**src/rtl/tmbx_pkg.sv**
```systemverilog
package tmbx_pkg;
  localparam int TYPE_W = 8;
  localparam logic [7:0] CC_PASS = 8'h40;
  localparam logic [7:0] CC_FAIL = 8'h90;

  localparam logic [TYPE_W-1:0] T_PING   = 8'h00;
  localparam logic [TYPE_W-1:0] T_THR_WR = 8'h0C;
  localparam logic [TYPE_W-1:0] T_AVG_RD = 8'h21;
  localparam logic [TYPE_W-1:0] T_UNC_RD = 8'h22;
  localparam logic [TYPE_W-1:0] T_LIM_WR = 8'h23;
  localparam logic [TYPE_W-1:0] T_LIM_RD = 8'h24;

  typedef enum logic [2:0] {
    CMD_PING, CMD_THR_WR, CMD_AVG_RD, CMD_UNC_RD, CMD_LIM_WR, CMD_LIM_RD, CMD_BAD
  } cmd_e;

  function automatic cmd_e decode_type(input logic [TYPE_W-1:0] t);
    case (t)
      T_PING:   return CMD_PING;
      T_THR_WR: return CMD_THR_WR;
      T_AVG_RD: return CMD_AVG_RD;
      T_UNC_RD: return CMD_UNC_RD;
      T_LIM_WR: return CMD_LIM_WR;
      T_LIM_RD: return CMD_LIM_RD;
      default:  return CMD_BAD;
    endcase
  endfunction
endpackage

```
**src/rtl/tmbx_decoder.sv**
```systemverilog
module tmbx_decoder
  import tmbx_pkg::*;
(
  input  logic              req_valid,
  input  logic [TYPE_W-1:0] req_type,
  output cmd_e              cmd,
  output logic              cmd_legal,
  output logic              wr_thr_en,
  output logic              wr_lim_en
);
  always_comb begin
    cmd       = decode_type(req_type);
    cmd_legal = (cmd != CMD_BAD);
    wr_thr_en = req_valid && (cmd == CMD_THR_WR);
    wr_lim_en = req_valid && (cmd == CMD_LIM_WR);
  end
endmodule

```
**src/rtl/tmbx_regs.sv**
```systemverilog
module tmbx_regs #(
  parameter int DW     = 32,
  parameter int PLIM_W = 8
) (
  input  logic              clk,
  input  logic              rst_n,
  input  logic              wr_thr_en,
  input  logic              wr_lim_en,
  input  logic [DW-1:0]     wr_data,
  output logic [DW-1:0]     thr_q,
  output logic [PLIM_W-1:0] lim_q
);
  always_ff @(posedge clk or negedge rst_n) begin
    if (!rst_n) begin
      thr_q <= '0;
      lim_q <= '0;
    end else begin
      if (wr_thr_en) thr_q <= wr_data;
      if (wr_lim_en) lim_q <= wr_data[PLIM_W-1:0];
    end
  end

  p_thr_hold_r8: assert property (@(posedge clk) disable iff (!rst_n)
    !wr_thr_en |=> $stable(thr_q));
  p_lim_hold_r8: assert property (@(posedge clk) disable iff (!rst_n)
    !wr_lim_en |=> $stable(lim_q));
  p_thr_load_r3: assert property (@(posedge clk) disable iff (!rst_n)
    wr_thr_en |=> thr_q == $past(wr_data));
  p_lim_load_r6: assert property (@(posedge clk) disable iff (!rst_n)
    wr_lim_en |=> lim_q == $past(wr_data[PLIM_W-1:0]));
endmodule

```
**src/rtl/tmbx_resp.sv**
```systemverilog
module tmbx_resp
  import tmbx_pkg::*;
#(
  parameter int DW     = 32,
  parameter int TEMP_W = 16,
  parameter int PLIM_W = 8
) (
  input  logic              clk,
  input  logic              rst_n,
  input  logic              req_valid,
  input  cmd_e              cmd,
  input  logic [TEMP_W-1:0] avg_temp,
  input  logic [TEMP_W-1:0] uncore_temp,
  input  logic [PLIM_W-1:0] lim_q,
  output logic              rsp_valid,
  output logic [7:0]        rsp_code,
  output logic [DW-1:0]     rsp_data
);
  localparam int TPAD = DW - TEMP_W;
  localparam int LPAD = DW - PLIM_W;

  function automatic logic [DW-1:0] widen_temp(input logic [TEMP_W-1:0] v);
    return {{TPAD{1'b0}}, v};
  endfunction

  function automatic logic [DW-1:0] widen_lim(input logic [PLIM_W-1:0] v);
    return {{LPAD{1'b0}}, v};
  endfunction

  logic [DW-1:0] get_d;
  logic [7:0]    code_d;

  always_comb begin
    code_d = CC_PASS;
    get_d  = '0;
    case (cmd)
      CMD_AVG_RD: get_d = widen_temp(avg_temp);
      CMD_UNC_RD: get_d = widen_temp(uncore_temp);
      CMD_LIM_RD: get_d = widen_lim(lim_q);
      CMD_BAD:    code_d = CC_FAIL;
      default:    get_d = '0;
    endcase
  end

  always_ff @(posedge clk or negedge rst_n) begin
    if (!rst_n) begin
      rsp_valid <= 1'b0;
      rsp_code  <= 8'h00;
      rsp_data  <= '0;
    end else begin
      rsp_valid <= req_valid;
      if (req_valid) begin
        rsp_code <= code_d;
        rsp_data <= get_d;
      end
    end
  end

  p_rsp_follow_r9: assert property (@(posedge clk) disable iff (!rst_n)
    req_valid |=> rsp_valid);
  p_rsp_idle_r9: assert property (@(posedge clk) disable iff (!rst_n)
    !req_valid |=> !rsp_valid);
  p_bad_fails_r8: assert property (@(posedge clk) disable iff (!rst_n)
    (req_valid && cmd == CMD_BAD) |=> (rsp_code == CC_FAIL && rsp_data == '0));
  p_code_known_r8: assert property (@(posedge clk) disable iff (!rst_n)
    rsp_valid |-> (rsp_code == CC_PASS || rsp_code == CC_FAIL));
endmodule

```
**src/rtl/tmbx_dispatch.sv**
```systemverilog
module tmbx_dispatch
  import tmbx_pkg::*;
#(
  parameter int DW     = 32,
  parameter int TEMP_W = 16,
  parameter int PLIM_W = 8
) (
  input  logic              clk,
  input  logic              rst_n,
  input  logic              req_valid,
  input  logic [7:0]        req_type,
  input  logic [DW-1:0]     req_data,
  input  logic [TEMP_W-1:0] avg_temp,
  input  logic [TEMP_W-1:0] uncore_temp,
  output logic              rsp_valid,
  output logic [7:0]        rsp_code,
  output logic [DW-1:0]     rsp_data,
  output logic [DW-1:0]     throttle_word,
  output logic [PLIM_W-1:0] pstate_limit
);
  cmd_e cmd;
  logic cmd_legal;
  logic wr_thr_en;
  logic wr_lim_en;

  tmbx_decoder u_dec (
    .req_valid (req_valid),
    .req_type  (req_type),
    .cmd       (cmd),
    .cmd_legal (cmd_legal),
    .wr_thr_en (wr_thr_en),
    .wr_lim_en (wr_lim_en)
  );

  tmbx_regs #(.DW(DW), .PLIM_W(PLIM_W)) u_regs (
    .clk       (clk),
    .rst_n     (rst_n),
    .wr_thr_en (wr_thr_en),
    .wr_lim_en (wr_lim_en),
    .wr_data   (req_data),
    .thr_q     (throttle_word),
    .lim_q     (pstate_limit)
  );

  tmbx_resp #(.DW(DW), .TEMP_W(TEMP_W), .PLIM_W(PLIM_W)) u_resp (
    .clk         (clk),
    .rst_n       (rst_n),
    .req_valid   (req_valid),
    .cmd         (cmd),
    .avg_temp    (avg_temp),
    .uncore_temp (uncore_temp),
    .lim_q       (pstate_limit),
    .rsp_valid   (rsp_valid),
    .rsp_code    (rsp_code),
    .rsp_data    (rsp_data)
  );

  p_ping_pass_r2: assert property (@(posedge clk) disable iff (!rst_n)
    (req_valid && req_type == 8'h00) |=> (rsp_code == CC_PASS && rsp_data == '0));
  p_illegal_nowrite_r8: assert property (@(posedge clk) disable iff (!rst_n)
    (req_valid && !cmd_legal) |=> ($stable(throttle_word) && $stable(pstate_limit)));
  p_limrd_echo_r7: assert property (@(posedge clk) disable iff (!rst_n)
    (req_valid && req_type == 8'h24) |=> rsp_data == DW'($past(pstate_limit)));
endmodule

```
**config.mk**
```make
export PLATFORM = sky130hd
export DESIGN_NAME = tmbx_dispatch
export DESIGN_NICKNAME = d
export VERILOG_FILES = /design/src/rtl/tmbx_pkg.sv /design/src/rtl/tmbx_decoder.sv /design/src/rtl/tmbx_regs.sv /design/src/rtl/tmbx_resp.sv /design/src/rtl/tmbx_dispatch.sv
export SDC_FILE = /design/constraint.sdc
export NUM_CORES = 1
export LEC_CHECK = 0
export ABC_AREA = 1
export ABC_CLOCK_PERIOD_IN_PS = 1200
export CAP_MARGIN = 20
export CELL_PAD_IN_SITES_DETAIL_PLACEMENT = 1
export CELL_PAD_IN_SITES_GLOBAL_PLACEMENT = 2
export CORE_MARGIN = 2
export CORE_UTILIZATION = 23
export DETAILED_ROUTE_END_ITERATION = 16
export PLACE_DENSITY_LB_ADDON = 0.05
export SYNTH_ARGS = -nofsm -noshare
export SYNTH_HDL_FRONTEND = slang
export SYNTH_SLANG_ARGS = --single-unit
```
**constraint.sdc**
```tcl
create_clock -name clk -period 1.2 [get_ports clk]
set_clock_uncertainty 0.15 [all_clocks]
set_input_delay 0.3 -clock clk [delete_from_list [all_inputs] [get_ports clk]]
set_output_delay 0.3 -clock clk [all_outputs]
set_load 0.02 [all_outputs]
```
-- Word-level counts from Yosys, hierarchy flattened
Index checks and enable logic that the tools add are counted.
- input port bits: 75
- output and inout bits: 81
- register bits: 81
- muxes and demuxes: 3
- reduce and logical (&&, ||, !) cells: 3
- equality and inequality tests: 11
- operators by type and width (operator ; number):
    $pmux W16 S3 ; 1
    $eq A8 B6 Y1 const B ; 4
    $pmux W3 S6 ; 1
    $eq A3 B3 Y1 const B ; 3
    $eq A8 B4 Y1 const B ; 1
    $logic_not A8 Y1 ; 1
    $mux W8 ; 1
    $eq A3 B2 Y1 const B ; 2
    $eq A3 B1 Y1 const B ; 1
    $logic_and A1 B1 Y1 ; 2

-- Depth between registers and ports, before layout
- word-level depth: 4
- gate-level depth with buffers: 9
- depth with buffers taken out: 8

-- Modules after synthesis
Synthesis repeated with hierarchy kept, for this count alone.
- cell total of the unflattened synthesis: 381
- area total of the unflattened synthesis: 3143.0 um^2
- by module, submodules not included (module ; cells an instance ; sequential area each (um^2) ; instances ; area an instance (um^2)):
    tmbx_regs ; 170 ; 1001.0 ; 1 ; 1597.8
    tmbx_resp ; 167 ; 475.5 ; 1 ; 1351.3
    tmbx_decoder ; 44 ; 0.0 ; 1 ; 193.9

-- Least setup slack after synthesis
OpenSTA, ideal clock, no wires.
- path kind: input to register
- start point: input port req_type[7]
- end point: register u_regs.lim_q[6]
- arrival: 1.074 ns
- path slack: -0.142 ns
- data required time: 0.932 ns
- buffers on the path: 1
- stages on the path: 7
- setup time: 0.118 ns
- path through: nor2_2 > nand2_1 > nor2_1 > nand2_2 > buf_6 > nand2_1 > o21ai_2
- cells in the longest elaborated chain, start to end: 4
- ends and longest elaborated chain (element ; RTL line ; source):
    start: declaration ; tmbx_dispatch.sv:11 ; input logic [7:0] req_type,
    $eq A8 B6 Y1, or another cell as far along ; tmbx_pkg.sv:18 ; case (t)
    $pmux W3 S6 (*) ; tmbx_pkg.sv:18 ;
    $eq A3 B3 Y1 (*) ; tmbx_decoder.sv:15 ; wr_lim_en = req_valid && (cmd == CMD_LIM_WR);
    $logic_and A1 B1 Y1 (*) ; tmbx_decoder.sv:15 ;
    end signal: assignment ; tmbx_regs.sv:19 ; if (wr_lim_en) lim_q <= wr_data[PLIM_W-1:0];
    end: declaration ; tmbx_regs.sv:11 ; output logic [PLIM_W-1:0] lim_q
Every way passes the cells marked *; elsewhere a longest branch is shown, timed or not.
A chain may end at the register's enable or synchronous reset.

-- Final worst setup path
- start point: register u_regs.thr_q[15]
- end point: output port throttle_word[15]
- RTL lines (element ; RTL line ; source):
    start: declaration ; tmbx_regs.sv:10 ; output logic [DW-1:0] thr_q,
    start signal: assignment ; tmbx_regs.sv:18 ; if (wr_thr_en) thr_q <= wr_data;
    end: declaration ; tmbx_dispatch.sv:18 ; output logic [DW-1:0] throttle_word,
No word-level cell between the ends.

==> results.yml <==
outcome:
  status: "complete, but fails checks"
  violations: "setup timing"
die:
  rows: 41
  die_y_um: 117
  die_w_um: 117
  initial_core_util: 0.235
  coreArea_sq_um: 12600
  die_area_sq_um: 13800
  io_pins: 156
worst_setup_path:
  end_kind: "primary output"
  r2r_start: "u_regs.lim_q[1]"
  r2r_setup_slack_ps: 50
  crit_path_top_delay_cell: "dfrtp_1"
  reg2reg_to: "u_resp.rsp_data[1]"
  crit_type: "reg -> out"
  r2r_cells: 6
  critPathMaxFanout: 2
  worstPathRequired_ps: 750
  cp_num_buf_inv: 1
  crit_family: "flip-flops"
  start_kind: "register"
  cp_cell_sequence: "buf_6"
  critical-path-max-stage-delay_ps: 420
  crit_arrival_ps: 900
placement:
  io_buffers: 134
  gp_congestion: 0.741
  pre_cts_ws_ps: -755
  post-dp-hpwl_um: 7220
  place_area_sq_um: 4710
  dp_cells: 686
timing:
  setup_viol: 92
  layout_setup_ws_ps: -145
  timing.fmax_mhz: 743
  hold_viol_final: 0
  finalCritPeriodShare: 1.12
  final.setup.tns_ps: -7090
  post-route-min-period_ps: 1350
  holdWs_ps: 292
  slew_viol_final: 0
  rsz0062_at_grt: "yes"
final_layout:
  area_growth_pct: 102
  multi_input_area_sq_um: 1650
  fin_cells: 735
  n_fill_cell: 1414
  stdcell_area_sq_um: 5960
  drive_gt1_frac: 0.477
  regArea_sq_um: 1480
  finalNetCount: 632
yosys:
  synth_edf_count: 0
  yosysTopAreaCellShare: 0.500
  netlist_area_sq_um: 2950
  syn_inst: 361
  seq_area_frac_synth: 0.500
  synth_common_cells: "nand2_1 (142), nand3_1 (67), dfrtp_1 (59), buf_4 (26)"
  synthArstFlopShare: 1.00
  synth-warning-count: 0
  ys_seq_elements: 59
  post-synth-top-count-cell: "nand2_1"
  ys_types: 18
  synth_largest_area_cell: "dfrtp_1"
  syn_avg_cell_area_sq_um: 8.18
  synth_top_flop_cell: "dfrtp_1"
  synth.area.top_cells: "dfrtp_1 (50%), nand2_1 (18%), nand3_1 (11%)"
flow_run:
  maxCapViolations: 0
cts:
  cts_tree: "yes"
  ctsHtreeMaxLevel: 3
  clock_latency_ps: 330
  path_clk_slew_ps: 50
  cts.sink_count: 59
  clock_path_buffers: 2
  cts_buffers: 9
  cts_root_buf: "clkbuf_16"
power:
  peakVddDrop_uv: 432
  p_leak_nw: 3.07
  power_density_nw_per_um2: 965
routing:
  wl_met3_um: 786
  wl_met2_um: 5520
  detail_route.wl_per_cell_um: 15.2
  firstDrtPassIters: 4
  via_per_inst: 4.15
  wl_met1_um: 4760
  num_vias: 3047
  topRoutingLayerUsed: "met4"
  drcViolationCount: 0
  wl_um: 11200
  drtAntennaViolNets: 0
  drtIter0Drc: 70
global_routing:
  grt_pass1_vias: 3143
  grt_max_degree: 60
  antenna_found_initial: 1
  grt_util_all_layers: 0.159
  grt_remaining_overflow: 0
  grt_pass1_wl_um: 16500
worst_hold_path:
  hold_path.class: "in -> reg"
  worstHoldStart: "req_valid"
  min_to: "u_resp.rsp_valid"
  hold_depth: 2
## cell families after synthesis
family	share of synthesized area
other	0.00127
and+or+nand+nor	0.329
buffers and inverters	0.122
DFF	0.500
AOI/OAI and AO/OA	0.0475
## flip-flops by register name (all words and copies together) (netlist names)
signal	flops
u_resp.rsp_valid	1
u_resp.rsp_code	2
u_resp.rsp_data	16
u_regs.lim_q	8
u_regs.thr_q	32
## repair_timing
| action | in CTS | in global routing |
|---|---|---|
| buffers inserted | 14 | 8 |
| pin swaps | 8 | 33 |
| endpoints found under the setup margin | 118 | 112 |
| gates cloned | 4 | 5 |
| hold buffers | 1 | 0 |
| resized for setup | 408 | 125 |
| hold endpoints to repair | 59 | 0 |
## layer usage
metal  GRT usage  up-vias
met4      0.0518        0
met1       0.201     1445
met3      0.0561        8
met5           0        -
li1            -     1505
met2       0.253       89
## through the flow
stage               power [W]  utilization
detailed placement    0.00302        0.375
global route          0.00600        0.474
floorplan             0.00250            -
CTS                   0.00573        0.424
finish                0.00575        0.474
global placement      0.00301        0.375
## area by class of cell
class / instances / share of cell area
diodes: 1 / 0.000420
clock buffers: 12 / 0.0414
clock inverters: 4 / 0.00840
inverters: 18 / 0.0139
multi-input cells: 264 / 0.278
flip-flops and latches: 59 / 0.248
well taps: 172 / 0.0361
repair buffers: 205 / 0.375
## cells in the final DEF, fill, tap and decap left out, types with 2 or more instances in the layout
cell type,instances
buf_12,8
buf_16,4
buf_2,6
buf_4,45
buf_6,70
buf_8,2
clkbuf_1,2
clkbuf_16,14
clkdlybuf4s50_1,64
clkinvlp_4,2
conb_1,21
dfrtp_1,59
inv_1,13
inv_2,2
nand2_1,85
nand2_2,34
nand2_4,23
nand2_8,2
nand3_1,46
nand3_2,20
nand3_4,2
nor2_1,2
nor2_2,3
nor2_4,10
o21ai_2,16
## worst max-delay path by stage
stage | depth (start not counted) | start | slack, ps | end
after floorplan | 7 | req_type[7] | -100 | u_regs.thr_q[1]
after global placement | 8 | req_type[0] | -720 | u_regs.thr_q[7]
after detailed placement | 10 | req_type[5] | -750 | u_resp.rsp_data[3]
after CTS | 1 | u_regs.lim_q[3] | -150 | pstate_limit[3]
after global routing | 1 | u_regs.thr_q[24] | -170 | throttle_word[24]
final | 1 | u_regs.thr_q[15] | -150 | throttle_word[15]
## report_power, final
part           switching [W]  internal (W)
logic               0.000491      0.000522
registers          0.0000627       0.00206
clock network       0.000948       0.00166
No activity file was read; power rests on OpenSTA's default activity.
